`config.mk`:
```
export PLATFORM = sky130hd
export DESIGN_NAME = mdio_frame_master
export DESIGN_NICKNAME = d
export VERILOG_FILES = /design/src/rtl/mdio_pkg.sv /design/src/rtl/mdc_clock_gen.sv /design/src/rtl/mdio_frame_shifter.sv /design/src/rtl/mdio_frame_master.sv
export SDC_FILE = /design/constraint.sdc
export NUM_CORES = 1
export LEC_CHECK = 0
export BUFFER_PORTS_ARGS = -buffer_cell sky130_fd_sc_hd__buf_2
export CAP_MARGIN = 20
export CORE_ASPECT_RATIO = 2
export CORE_MARGIN = 2
export CORE_UTILIZATION = 45
export CTS_CLUSTER_SIZE = 8
export DETAILED_ROUTE_END_ITERATION = 8
export PLACE_DENSITY = 0.79
export SLEW_MARGIN = 20
export SYNTH_ARGS = -nofsm -noshare
export SYNTH_HDL_FRONTEND = slang
export SYNTH_SLANG_ARGS = --single-unit
```
`constraint.sdc`:
```
create_clock -name clk -period 3.85 [get_ports clk]
set_input_delay 0.1925 -clock clk [delete_from_list [all_inputs] [get_ports clk]]
set_output_delay 0.1925 -clock clk [all_outputs]
set_load 0.02 [all_outputs]
```
`src/rtl/mdio_pkg.sv`:
```
package mdio_pkg;
  localparam int unsigned CMD_W    = 32;
  localparam int unsigned PRE_LEN  = 32;
  localparam int unsigned DATA_W   = 16;
  localparam int unsigned RD_BIT   = 29;
  localparam int unsigned REL_BIT  = 15;
  localparam int unsigned CNT_W    = $clog2(CMD_W);

  typedef enum logic [1:0] {
    PH_IDLE  = 2'd0,
    PH_PRE   = 2'd1,
    PH_FRAME = 2'd2
  } phase_e;
endpackage

```
`src/rtl/mdc_clock_gen.sv`:
```
module mdc_clock_gen #(
  parameter int unsigned DIV_W = 8
) (
  input  logic             clk,
  input  logic             rst_n,
  input  logic             run,
  input  logic [DIV_W-1:0] half_m1,
  output logic             mdc,
  output logic             rise_stb,
  output logic             fall_stb
);
  logic [DIV_W-1:0] cnt_q;
  logic             wrap;

  assign wrap     = run && (cnt_q == half_m1);
  assign rise_stb = wrap && !mdc;
  assign fall_stb = wrap && mdc;

  always_ff @(posedge clk or negedge rst_n) begin
    if (!rst_n) begin
      cnt_q <= '0;
      mdc   <= 1'b0;
    end else if (!run) begin
      cnt_q <= '0;
      mdc   <= 1'b0;
    end else if (wrap) begin
      cnt_q <= '0;
      mdc   <= ~mdc;
    end else begin
      cnt_q <= cnt_q + 1'b1;
    end
  end

  // MDC only toggles on a strobe.
  assert_mdc_toggle_on_stb_R10: assert property (@(posedge clk) disable iff (!rst_n)
    (run && $past(run) && !$past(wrap)) |-> $stable(mdc));
endmodule

```
`src/rtl/mdio_frame_shifter.sv`:
```
module mdio_frame_shifter
  import mdio_pkg::*;
(
  input  logic             clk,
  input  logic             rst_n,
  input  logic             start,
  input  logic [CMD_W-1:0] load_val,
  input  logic             rise_stb,
  input  logic             fall_stb,
  input  logic             mdio_i,
  output logic [CMD_W-1:0] sr,
  output logic             active,
  output logic             done,
  output logic             mdio_o,
  output logic             mdio_oe
);
  localparam logic [CNT_W-1:0] LAST_BIT = CNT_W'(CMD_W - 1);
  localparam logic [CNT_W-1:0] PRE_LAST = CNT_W'(PRE_LEN - 1);
  localparam logic [CNT_W-1:0] DATA_LO  = CNT_W'(CMD_W - DATA_W);

  phase_e           phase_q;
  logic [CNT_W-1:0] bit_q;
  logic             is_rd_q;
  logic             samp_q;
  logic             take_in;

  assign active  = (phase_q != PH_IDLE);
  assign done    = (phase_q == PH_FRAME) && fall_stb && (bit_q == LAST_BIT);
  assign take_in = is_rd_q && (bit_q >= DATA_LO);

  always_ff @(posedge clk or negedge rst_n) begin
    if (!rst_n) begin
      phase_q <= PH_IDLE;
      bit_q   <= '0;
      is_rd_q <= 1'b0;
      samp_q  <= 1'b1;
    end else begin
      if (rise_stb) samp_q <= mdio_i;
      unique case (phase_q)
        PH_IDLE: if (start) begin
          phase_q <= PH_PRE;
          bit_q   <= '0;
          is_rd_q <= load_val[RD_BIT];
        end
        PH_PRE: if (fall_stb) begin
          if (bit_q == PRE_LAST) begin
            phase_q <= PH_FRAME;
            bit_q   <= '0;
          end else begin
            bit_q <= bit_q + 1'b1;
          end
        end
        PH_FRAME: if (fall_stb) begin
          if (bit_q == LAST_BIT) begin
            phase_q <= PH_IDLE;
            bit_q   <= '0;
          end else begin
            bit_q <= bit_q + 1'b1;
          end
        end
        default: phase_q <= PH_IDLE;
      endcase
    end
  end

  // Data register: no defined reset value.
  always_ff @(posedge clk) begin
    if (start && !active)
      sr <= load_val;
    else if ((phase_q == PH_FRAME) && fall_stb)
      sr <= {sr[CMD_W-2:0], take_in ? samp_q : sr[CMD_W-1]};
  end

  always_comb begin
    mdio_o  = 1'b1;
    mdio_oe = 1'b0;
    unique case (phase_q)
      PH_PRE: mdio_oe = 1'b1;
      PH_FRAME: begin
        mdio_o  = sr[CMD_W-1];
        mdio_oe = !is_rd_q || (bit_q < CNT_W'(REL_BIT));
      end
      default: ;
    endcase
  end

  // MDIO only moves on an MDC falling strobe while a frame runs.
  assert_mdio_moves_on_fall_R10: assert property (@(posedge clk) disable iff (!rst_n)
    (active && $past(active) && !$past(fall_stb)) |-> $stable(mdio_o));

  // a write during a frame does not restart the bit count.
  assert_busy_write_ignored_R9: assert property (@(posedge clk) disable iff (!rst_n)
    (active && start && !fall_stb) |=> (bit_q == $past(bit_q)));
endmodule

```
`src/rtl/mdio_frame_master.sv`:
```
module mdio_frame_master
  import mdio_pkg::*;
#(
  parameter int unsigned DIV_W = 8
) (
  input  logic             clk,
  input  logic             rst_n,
  input  logic             cmd_wr,
  input  logic [31:0]      cmd_wdata,
  output logic [31:0]      cmd_rdata,
  input  logic [DIV_W-1:0] clk_div,
  input  logic             irq_clr,
  output logic             busy,
  output logic             irq,
  output logic             mdc,
  output logic             mdio_o,
  output logic             mdio_oe,
  input  logic             mdio_i
);
  logic rise_stb;
  logic fall_stb;
  logic done;

  mdc_clock_gen #(.DIV_W(DIV_W)) u_mdc (
    .clk      (clk),
    .rst_n    (rst_n),
    .run      (busy),
    .half_m1  (clk_div),
    .mdc      (mdc),
    .rise_stb (rise_stb),
    .fall_stb (fall_stb)
  );

  mdio_frame_shifter u_shift (
    .clk      (clk),
    .rst_n    (rst_n),
    .start    (cmd_wr),
    .load_val (cmd_wdata),
    .rise_stb (rise_stb),
    .fall_stb (fall_stb),
    .mdio_i   (mdio_i),
    .sr       (cmd_rdata),
    .active   (busy),
    .done     (done),
    .mdio_o   (mdio_o),
    .mdio_oe  (mdio_oe)
  );

  always_ff @(posedge clk or negedge rst_n) begin
    if (!rst_n)       irq <= 1'b0;
    else if (done)    irq <= 1'b1;
    else if (irq_clr) irq <= 1'b0;
  end

  // busy only drops together with the completion flag.
  assert_busy_until_irq_R1: assert property (@(posedge clk) disable iff (!rst_n)
    $fell(busy) |-> irq);

  // flag holds without a clear.
  assert_irq_hold_R8: assert property (@(posedge clk) disable iff (!rst_n)
    (irq && !irq_clr) |=> irq);

  // once released inside a frame, MDIO stays released.
  assert_release_sticky_R5: assert property (@(posedge clk) disable iff (!rst_n)
    (busy && $past(busy) && !$past(mdio_oe)) |-> !mdio_oe);

  // MDC idles low.
  assert_mdc_idle_low_R10: assert property (@(posedge clk) disable iff (!rst_n)
    (!busy && !$past(busy)) |-> !mdc);
endmodule

```
# --- Word level (Yosys, flattened, before mapping) ---
# Index checks and enable logic that the tools add are counted.
word_totals:
  word_cells: 65
  ram_bits: 0
  mem_count: 0
  mem_bits_ro: 0
  register_bits: 51
  output_inout_bits: 37
  latchBits: 0
op_classes:
  mul: 0
  reduce_logical: 20
  muxes: 21
  magnitude_cmp: 2
  n_addsub: 2
  eq_ne: 11
  n_bitwise: 1
  shift: 0
  div: 0
op_table:
  columns: ["cell", "count"]
  rows:
  - ["$mux W32", 2]
  - ["$mux W8", 2]
  - ["$mux W5", 3]
  - ["$mux W2", 5]
  - ["$pmux W5 S2", 1]
  - ["$add A8 B1 Y8 const B", 1]
  - ["$eq A8 B8 Y1", 1]
  - ["$ne A2 B1 Y1 const B", 4]
  - ["$reduce_bool A2 Y1", 4]
  - ["$logic_and A1 B1 Y1", 7]
  - ["$mux W1", 6]
  - ["$ne A2 B2 Y1 const B", 3]
  - ["$pmux W2 S3", 1]
  - ["$add A5 B1 Y5 const B", 1]
  - ["$eq A5 B5 Y1 const B", 1]
  - ["$ge A5 B5 Y1 const B", 1]
  - ["$lt A5 B4 Y1 const B", 1]
  - ["$reduce_and A5 Y1", 1]
  - ["$logic_not A1 Y1", 3]
  - ["$reduce_and A3 Y1", 1]
  - ["$eq A2 B1 Y1 const B", 1]
  - ["$eq A2 B2 Y1 const B", 1]
  - ["$logic_not A2 Y1", 1]
  - ["$pmux W1 S2", 1]
  - ["other kinds (4)", 4]

# --- Depth between registers and ports, before layout ---
# Gate-level depths: netlist of run 1.
depth:
  ltp_word: 6
  ltp_mapped: 7
  mapped_depth_nobuf: 7

# --- Cells and area by module ---
# From an unflattened synthesis of run 1, not the netlist that was laid out.
unflattened:
  hier_cells: 182
  hier_area_um2: 2474.9
modules_own_cells:
  columns: ["module", "instances", "area_each_um2", "cells_per_inst"]
  rows:
  - ["mdio_frame_shifter", 1, 1945.6, 130]
  - ["mdc_clock_gen", 1, 493.0, 49]
  - ["mdio_frame_master", 1, 36.3, 3]

# --- Worst setup path before layout of run 1 ---
# No wires, ideal clock.
synth_path:
  path_type: "reg2reg"
  startpoint: "register u_shift.phase_q[0]"
  endpoint: "register u_shift.sr[0] (enable)"
  setup_time_ns: 0.466
  period_less_slack_ns: 4.016
  slack_ns: -0.166
  path_stages_with_launch: 6
  n_path_buf: 0
  t_arrival_ns: 3.551
  required_ns: 3.384
  path_cell_list: "dfrtp_1 inv_1 ha_1 nor3_1 nand4_2 o21ai_0"
synth_via:
  elab_chain_len: 5
synth_lines:
  columns: ["item", "line", "rtl"]
  rows:
  - ["start, declared", "mdio_frame_shifter.sv:21", "phase_e phase_q;"]
  - ["start signal, assigned", "mdio_frame_shifter.sv:33", "phase_q <= PH_IDLE;"]
  - ["start signal, assigned", "mdio_frame_shifter.sv:41", "phase_q <= PH_PRE;"]
  - ["start signal, assigned", "mdio_frame_shifter.sv:47", "phase_q <= PH_FRAME;"]
  - ["$reduce_bool A2 Y1", "mdio_frame_shifter.sv:27", "assign active = (phase_q != PH_IDLE);"]
  - ["$logic_and A1 B1 Y1", "mdc_clock_gen.sv:15", "assign wrap = run && (cnt_q == half_m1);"]
  - ["$logic_and A1 B1 Y1", "mdc_clock_gen.sv:17", "assign fall_stb = wrap && mdc;"]
  - ["$logic_and A1 B1 Y1", "mdio_frame_shifter.sv:70", "else if ((phase_q == PH_FRAME) && fall_stb)"]
  - ["$reduce_bool A2 Y1 (no line) *", null, null]
  - ["end signal, assigned", "mdio_frame_shifter.sv:69", "sr <= load_val;"]
  - ["end signal, assigned", "mdio_frame_shifter.sv:71", "sr <= {sr[CMD_W-2:0], take_in ? samp_q : sr[CMD_W-1]};"]
  - ["end, declared", "mdio_frame_shifter.sv:11", "output logic [CMD_W-1:0] sr,"]
# Mark *: on every way between the ends. The rest lies on a longest branch, timed or not.
# A chain may end at the register's enable or synchronous reset.

# --- Worst setup path after layout of run 1 ---
layout_path:
  startpoint: "register u_shift.phase_q[1]"
  endpoint: "register u_shift.sr[5] (enable)"
# The elaborated chain is that of the path after synthesis.

==> metrics.md, run 1 <==
| Metric | Value |
|---|---|
| Slowest stage delay, CP | 0.43 ns |
| Placed Cells | ~330 |
| CTS root buf | clkbuf_8 |
| First-pass GRT wire length | 8340 um |
| Sequential power share | 0.447 |
| Worst R2R Start | u_shift.phase_q[1]$_DFFE_PN0P_ |
| R2R depth | 6 |
| Hold buffers post-CTS | 1 |
| Reg2reg setup slack | 1.50 ns |
| Height of the die | 109 um |
| Worst Setup SP | u_shift.phase_q[1]$_DFFE_PN0P_ |
| Switching pwr | 0.600 mW |
| Post-Synth XOR/XNOR Area | 0.0532 |
| WP data arrival | 2.33 ns |
| CTS Sinks | 51 |
| Simple-gate share of the synthesized area | 0.103 |
| Overall Global Routing Usage | 0.178 |
| Largest family of logic cells by synthesized area | multiplexers |
| Synth Area in Adders | 0.0405 |
| Multi-input logic area | 995 um2 |
| Post-Syn Area | 2470 um2 |
| Synth Instances | between 150 and 200 |
| ANT nets after route | 0 |
| WP data required | 3.83 ns |
| Net total in the final layout | 328 |
| Synth unique cells | 34 |
| DP HPWL | between 3000 and 4000 um |
| Logic pwr share | 0.333 |
| Synthesized area per cell | around 13 um2 |
| Fin. max-slew vios | 0 |
| Finished layout cell area | slightly above 3000 um2 |
| Seq/Total Area, Yosys | 0.582 |
| I/O pin cnt | 82 |
| Clock power share | 0.220 |
| CTS clk-pin slew, worst paths | 0.09 ns |
| H-tree depth | 2 |
| Pin count of the biggest net entering global routing | 33 |
| Fmax | 426 MHz |
| FP Rows | 38 |
| RR Endpoint | u_shift.sr[5]$_DFFE_PP_ |
| CTS buffer count | 5 |
| Placer's final routability congestion estimate | slightly above 0.8 |
| Vias per cell | 5.33 |
| Layout cells sized above 1 | 0.475 |
| Setup bufs post-CTS | 0 |
| Worst-Skew Late Latency | 0.32 ns |
| Net Count, Synth | 240 |
| MaxCap Viol Count | 0 |
| Hold Crit Class | input pin to flip-flop |
| Drt pass-1 iters | 4 |
| Internal power | 1.20 mW |
| Number of DRC markers in iteration 0 | 65 |
| Core area | 5370 um2 |
| CTS tree | done |
| Critical Path Start Type | flip-flop |
| Setup CP Type | flip-flop to flip-flop |
| Pwr/cell area | roughly 580 nW/um2 |
| Antenna violations before repair | 0 |
| Leak | 1.39 nW |
| Tightest Pin Transition | 0.438 ns |
| Filler instances | approximately 460 |
| Drt wl/cell | 15.2 um |
| Placed cell areas | roughly 3000 um2 |
| # diodes | 0 |
| Final period util | 0.610 |
| CTS max path bufs | 2 |
| Register area | 1440 um2 |
| Worst Clk Skew | between 0.005 and 0.006 ns |
| TNS Setup | 0 ns |
| Maximum VDD drop | 0.422 mV |
| Die ar. | 6130 um2 |
| Drt drc | 0 |
| Setup crit end | u_shift.sr[5]$_DFFE_PP_ |
| FF+latch count, synth | 51 |
| YS warnings | 0 |
| Tmin final | 2.35 ns |
| Starting utilization of the core area | 0.460 |
| Final hold vios | 0 |
| Mux cell area share after synthesis | 0.150 |
| RSZ-0062 raised after global routing | false |
| Worst path slowest cell | dfrtp_1 |
| Routed wire length | about 5100 um |
| Post-Layout Cell Count | about 340 |
| CTS resizes | 0 |
| Vias in the first global route | 1874 |
| Max_slew headroom | 0.708 |
| Pwr Total | around 1.8 mW |
| DR vias | 1790 |
| Critical path cell sequence | inv_1, ha_1, nor3_1, nand4_2, o21ai_2, buf_4 |
| Compound-Gate Fraction of Synth Area | 0.0542 |
| Endpoints failing setup | 0 |
| Worst setup EP type | flip-flop |
| Total gr overflow | 0 |
| Outcome | finished, final reports clean |
| Switch share | 0.333 |
| Die width | between 50 and 60 um |
| Port bufs | about 80 |
| Critical path peak fanout | 32 |
| Synth-to-layout area growth | 24.9% |
## worst min path at each step
stage	to	slack, ns	depth (start not counted)	startpoint
after floorplan	irq$_DFFE_PN0P_	-0.10	0	rst_n
after global placement	u_mdc.cnt_q[3]$_DFF_PN0_	0.15	1	rst_n
after detailed placement	u_mdc.cnt_q[0]$_DFF_PN0_	0.16	1	rst_n
after CTS	irq$_DFFE_PN0P_	0.06	2	irq_clr
after global routing	irq$_DFFE_PN0P_	0.07	2	irq_clr
final	irq$_DFFE_PN0P_	0.07	2	irq_clr
## logic make-up after synthesis
family	after synthesis
flip-flops	51
AND/OR/NAND/NOR	50
multiplexers	33
AO/OA/AOI/OAI	19
XOR/XNOR	15
buffers and inverters	11
adder cells (fa/ha/maj)	8
## state kept, by name, summed over array words and instances, names as in the netlist
register / cells
u_mdc.cnt_q: 8
irq: 1
u_shift.bit_q: 5
u_shift.samp_q: 1
u_shift.phase_q: 2
u_shift.is_rd_q: 1
u_mdc.mdc: 1
u_shift.sr: 32
## worst max-delay path: cells and delay by family (launching register included)
kind	cells	cell delay, ns
compound gates	1	0.17
fa+ha+maj	1	0.27
buf+inv	2	0.50
flops	1	0.43
simple gates	2	0.64
## per-layer routing
| metal | vias up | global-route usage | share of wire | wire length, um |
|---|---|---|---|---|
| li1 | 857 | - | - | - |
| met2 | 64 | 0.324 | 0.55 | 2790 |
| met1 | 862 | 0.183 | 0.37 | 1870 |
| met3 | 7 | 0.0498 | 0.064 | 325 |
| met5 | - | 0 | 0 | 0 |
| met4 | 0 | 0.0884 | 0.022 | 112 |
## Yosys cell counts, drive strengths merged
library cell | number | area share
mux2i | 1 | 0.0041
dfstp | 1 | 0.011
nor2 | 16 | 0.024
nor3 | 3 | 0.0061
o32ai | 1 | 0.0035
clkbuf | 3 | 0.0046
nor2b | 1 | 0.0025
nor4 | 1 | 0.0086
a22o | 3 | 0.011
a21o | 1 | 0.0035
xnor2 | 4 | 0.014
o311ai | 1 | 0.0035
inv | 8 | 0.012
nand4 | 1 | 0.0051
nand2b | 1 | 0.0025
xor2 | 11 | 0.039
and3 | 4 | 0.011
a31oi | 2 | 0.0051
and2 | 1 | 0.0030
or3 | 1 | 0.0025
a21oi | 2 | 0.0041
o21ai | 4 | 0.0081
nand3 | 7 | 0.014
mux2 | 32 | 0.15
ha | 8 | 0.041
dfrtp | 18 | 0.18
edfxtp | 32 | 0.39
a41oi | 2 | 0.0071
o22ai | 1 | 0.0025
or2 | 1 | 0.0025
nand2 | 12 | 0.018
or4 | 1 | 0.0030
o211ai | 2 | 0.0061
## final cells by class
cell class | count | share of cell area
clock buffers | 6 | 0.0268
multi-input cells | 125 | 0.322
clock inverters | 2 | 0.0114
repair buffers | 84 | 0.139
well taps | 60 | 0.0243
inverters | 8 | 0.00973
flip-flops and latches | 51 | 0.466
## stage by stage
stage | worst slack [ns] | utilization | hold slack [ns]
floorplan | 0.700 | - | -0.103
global placement | 1.62 | 0.551 | 0.154
detailed placement | 1.51 | 0.551 | 0.158
CTS | 1.50 | 0.574 | 0.0639
global route | 1.32 | 0.574 | 0.0686
finish | 1.50 | 0.574 | 0.0677
## power by group through the flow
stage / Combinational (mW) / Sequential (mW) / Clock (mW)
6_report: 0.599 / 0.805 / 0.395
5_1_grt: 0.654 / 0.823 / 0.420
4_1_cts: 0.609 / 0.808 / 0.402
3_5_place_dp: 0.606 / 0.818 / 0
3_3_place_gp: 0.590 / 0.817 / 0
2_1_floorplan: 0.319 / 0.911 / 0
## layout by cell type, fill, tap and decap left out, drive strengths merged, types with 2 or more instances in the layout
cell / instances
a41oi: 2
nand3: 7
inv: 8
clkbuf: 6
nor2: 16
o21ai: 4
o211ai: 2
mux2: 32
xnor2: 4
buf: 83
and3: 4
a31oi: 2
edfxtp: 32
nor3: 3
dfrtp: 18
xor2: 11
a22o: 3
ha: 8
a21oi: 2
nand2: 12
Note: power is estimated with default switching activity, not from simulation.
==> run 2, diff against run 1 <==
--- a/config.mk
+++ b/config.mk
@@ -9,10 +9,10 @@
 export CAP_MARGIN = 20
 export CORE_ASPECT_RATIO = 2
 export CORE_MARGIN = 2
-export CORE_UTILIZATION = 45
+export CORE_UTILIZATION = 48
 export CTS_CLUSTER_SIZE = 8
 export DETAILED_ROUTE_END_ITERATION = 8
-export PLACE_DENSITY = 0.79
+export PLACE_DENSITY = 0.81
 export SLEW_MARGIN = 20
 export SYNTH_ARGS = -nofsm -noshare
 export SYNTH_HDL_FRONTEND = slang
==> constraint.sdc (replaced) <==
create_clock -name clk -period 2.33 [get_ports clk]
set_input_delay 0.1165 -clock clk [delete_from_list [all_inputs] [get_ports clk]]
set_output_delay 0.1165 -clock clk [all_outputs]
set_load 0.02 [all_outputs]
==> metrics.md, run 2 (synthesis gave the netlist of run 1 again) <==
| Metric | Value |
|---|---|
| Placed Cells | 326 (was 327) |
| # diodes | 0 (unchanged) |
| Drt drc | 0 (unchanged) |
| Pwr/cell area | 916 nW/um2 (was 583 nW/um2) |
| Routed wire length | 4770 um (was 5090 um) |
| Max_slew headroom | 0.706 (was 0.708) |
| Port bufs | 81 (unchanged) |
| Vias in the first global route | 1665 (was 1874) |
| CP bufs+invs | 1 (was 2) |
| Placer's final routability congestion estimate | 0.777 (was 0.824) |
| Synth-to-layout area growth | 25.4% (was 24.9%) |
| Maximum VDD drop | 0.819 mV (was 0.422 mV) |
| Antenna violations before repair | 0 (unchanged) |
| CTS clk-pin slew, worst paths | 0.09 ns (about the same) |
| Die width | 54.7 um (was 56.4 um) |
| M2 GR Usage | 0.267 (was 0.324) |
| Max FFs per register | 32 (unchanged) |
| Worst-Skew Late Latency | 0.30 ns (was 0.32 ns) |
| ANT nets after route | 0 (unchanged) |
| WP data arrival | 2.39 ns (was 2.33 ns) |
| Setup CP Type | flip-flop to flip-flop (unchanged) |
| Final hold vios | 0 (unchanged) |
| Commonest non-fill, non-tap cell in the layout | buf_2 (unchanged) |
| H-tree depth | 2 (unchanged) |
| Final period util | 0.941 (was 0.610) |
| Final WS setup | 0.137 ns (was 1.50 ns) |
| CTS buffer count | 5 (unchanged) |
| Most crowded layer after global routing | met2 (unchanged) |
| Worst path slowest cell | or4_1 (was dfrtp_1) |
| Pwr Total | 2.84 mW (was 1.80 mW) |
| First-pass GRT wire length | 7370 um (was 8340 um) |
| Layout cells sized above 1 | 0.478 (was 0.475) |
| GR Util met3 | 0.0510 (was 0.0498) |
| Fin. max-slew vios | 0 (unchanged) |
| Largest Register | u_shift.sr (unchanged) |
| Drt wl/cell | 14.2 um (was 15.2 um) |
| CTS root buf | clkbuf_8 (unchanged) |
| Cell family with most CP delay | simple AND/OR/NAND/NOR gates (unchanged) |
| I/O pin cnt | 82 (unchanged) |
| Tightest Pin Transition | 0.442 ns (was 0.438 ns) |
| Die ar. | 5770 um2 (was 6130 um2) |
| DR vias | 1794 (was 1790) |
| Setup bufs post-CTS | 0 (unchanged) |
| Worst Clk Skew | 0.00573 ns (was 0.00521 ns) |
| Vias per cell | 5.34 (was 5.33) |
| Outcome | finished, final reports clean (unchanged) |
| MaxCap Viol Count | 0 (unchanged) |
| TNS Setup | 0 ns (unchanged) |
| Hold Crit Class | input pin to flip-flop (unchanged) |
| Height of the die | 105 um (was 109 um) |
| Tmin final | 2.19 ns (was 2.35 ns) |
| Placement Setup Slack | 0.0173 ns (was 1.51 ns) |
| Post-Layout Cell Count | 336 (unchanged) |
| Starting utilization of the core area | 0.489 (was 0.460) |
| Critical path cell sequence | inv_1, ha_1, nor3_2, nand4_2, or4_1, o311ai_1 (was inv_1, ha_1, nor3_1, nand4_2, o21ai_2, buf_4) |
| Critical path peak fanout | 7 (was 32) |
| FP Rows | 37 (was 38) |
| CTS Sinks | 51 (unchanged) |
| CTS max path bufs | 2 (unchanged) |
| Overall Global Routing Usage | 0.171 (was 0.178) |
| Core area | 5050 um2 (was 5370 um2) |
| Net total in the final layout | 330 (was 328) |
| Drt pass-1 iters | 4 (unchanged) |
| Layout Utilization | 0.614 (was 0.574) |
| WP data required | 2.53 ns (was 3.83 ns) |
| Total gr overflow | 0 (unchanged) |
| DP HPWL | 3640 um (was 3850 um) |
| Top flop regs | u_shift.sr x32, u_mdc.cnt_q x8, u_shift.bit_q x5 (unchanged) |
| CTS tree | done (unchanged) |
| Number of DRC markers in iteration 0 | 30 (was 65) |
| Worst setup EP type | flip-flop (unchanged) |
| Filler instances | 413 (was 456) |
| Endpoints failing setup | 0 (unchanged) |
| Critical Path Start Type | flip-flop (unchanged) |
| Fmax | 456 MHz (was 426 MHz) |
| Leak | 1.38 nW (was 1.39 nW) |
| Most frequent cells in the layout | buf_2, mux2_2, edfxtp_1 (unchanged) |
| Pin count of the biggest net entering global routing | 33 (unchanged) |
| GRT met1 Usage | 0.225 (was 0.183) |
| Slowest stage delay, CP | 0.52 ns (was 0.43 ns) |
run 2: cell count changes in the layout (fill, tap and decap cells not counted):
cell / before / now
o21ai_4: 0 / 1
clkinvlp_4: 0 / 2
dlygate4sd3_1: 1 / 2
buf_12: 0 / 1
nor3_2: 0 / 1
bufinv_16: 1 / 0
o21ai_2: 1 / 0
clkbuf_8: 6 / 5
nor3_1: 3 / 2
run 2: power breakdown:
group          leakage, nW  internal, mW  total (mW)  switching, mW
registers            0.556          1.22        1.32         0.0985
logic                0.787         0.433        1.02          0.589
clock network       0.0402         0.209       0.492          0.283
total                 1.38          1.87        2.84          0.971
run 2: worst reg2reg max path: cells and delay by family, from the launching register on:
family                     cells  cell delay (ns)
AOI/OAI and AO/OA              1             0.25
DFF                            1             0.40
and+or+nand+nor                3             1.06
buffers and inverters          1             0.10
adders and majority gates      1             0.28
run 2: through the flow:
stage                     hold slack, ns  cell area (um2)
after floorplan                   -0.179             2480
after global placement            0.0715             2980
after detailed placement          0.0853             2980
after CTS                         0.0418             3090
after global routing              0.0495             3100
final                             0.0518             3100
run 2: worst paths after layout:
kind	depth (start not counted)	startpoint	to	slack [ns]
min	2	mdio_i	u_shift.samp_q$_DFFE_PN1P_	0.05
max reg2reg	6	u_shift.phase_q[0]$_DFFE_PN0P_	u_shift.bit_q[3]$_DFFE_PN0P_	0.14
max in group asynchronous	2	rst_n	u_shift.samp_q$_DFFE_PN1P_	1.72
min reg2reg	1	u_mdc.cnt_q[0]$_DFF_PN0_	u_mdc.cnt_q[0]$_DFF_PN0_	0.52
max	6	u_shift.phase_q[0]$_DFFE_PN0P_	u_shift.bit_q[3]$_DFFE_PN0P_	0.14
min in group asynchronous	2	rst_n	u_shift.bit_q[3]$_DFFE_PN0P_	0.28
run 2: cell type report:
class / count / area, um2 / share of cell area
Timing Repair Buffer: 86 / 460 / 0.149
Multi-Input combinational cell: 125 / 1010 / 0.325
Tap cell: 58 / 72.6 / 0.0234
Sequential cell: 51 / 1440 / 0.464
Clock buffer: 5 / 68.8 / 0.0222
Clock inverter: 3 / 20.0 / 0.00646
Inverter: 8 / 30.0 / 0.00970
run 2: metal layers:
metal	vias to the layer above	routed length, um
li1	858	-
met1	848	2020
met2	82	2290
met3	6	409
met4	0	52
met5	-	0
run 2: what timing repair did:
| item | 4_1_cts | 5_1_grt |
|---|---|---|
| hold buffers | 2 | 0 |
| gates resized for setup | 0 | 1 |
| hold endpoints to repair | 19 | 0 |
| setup endpoints to repair | 0 | 31 |
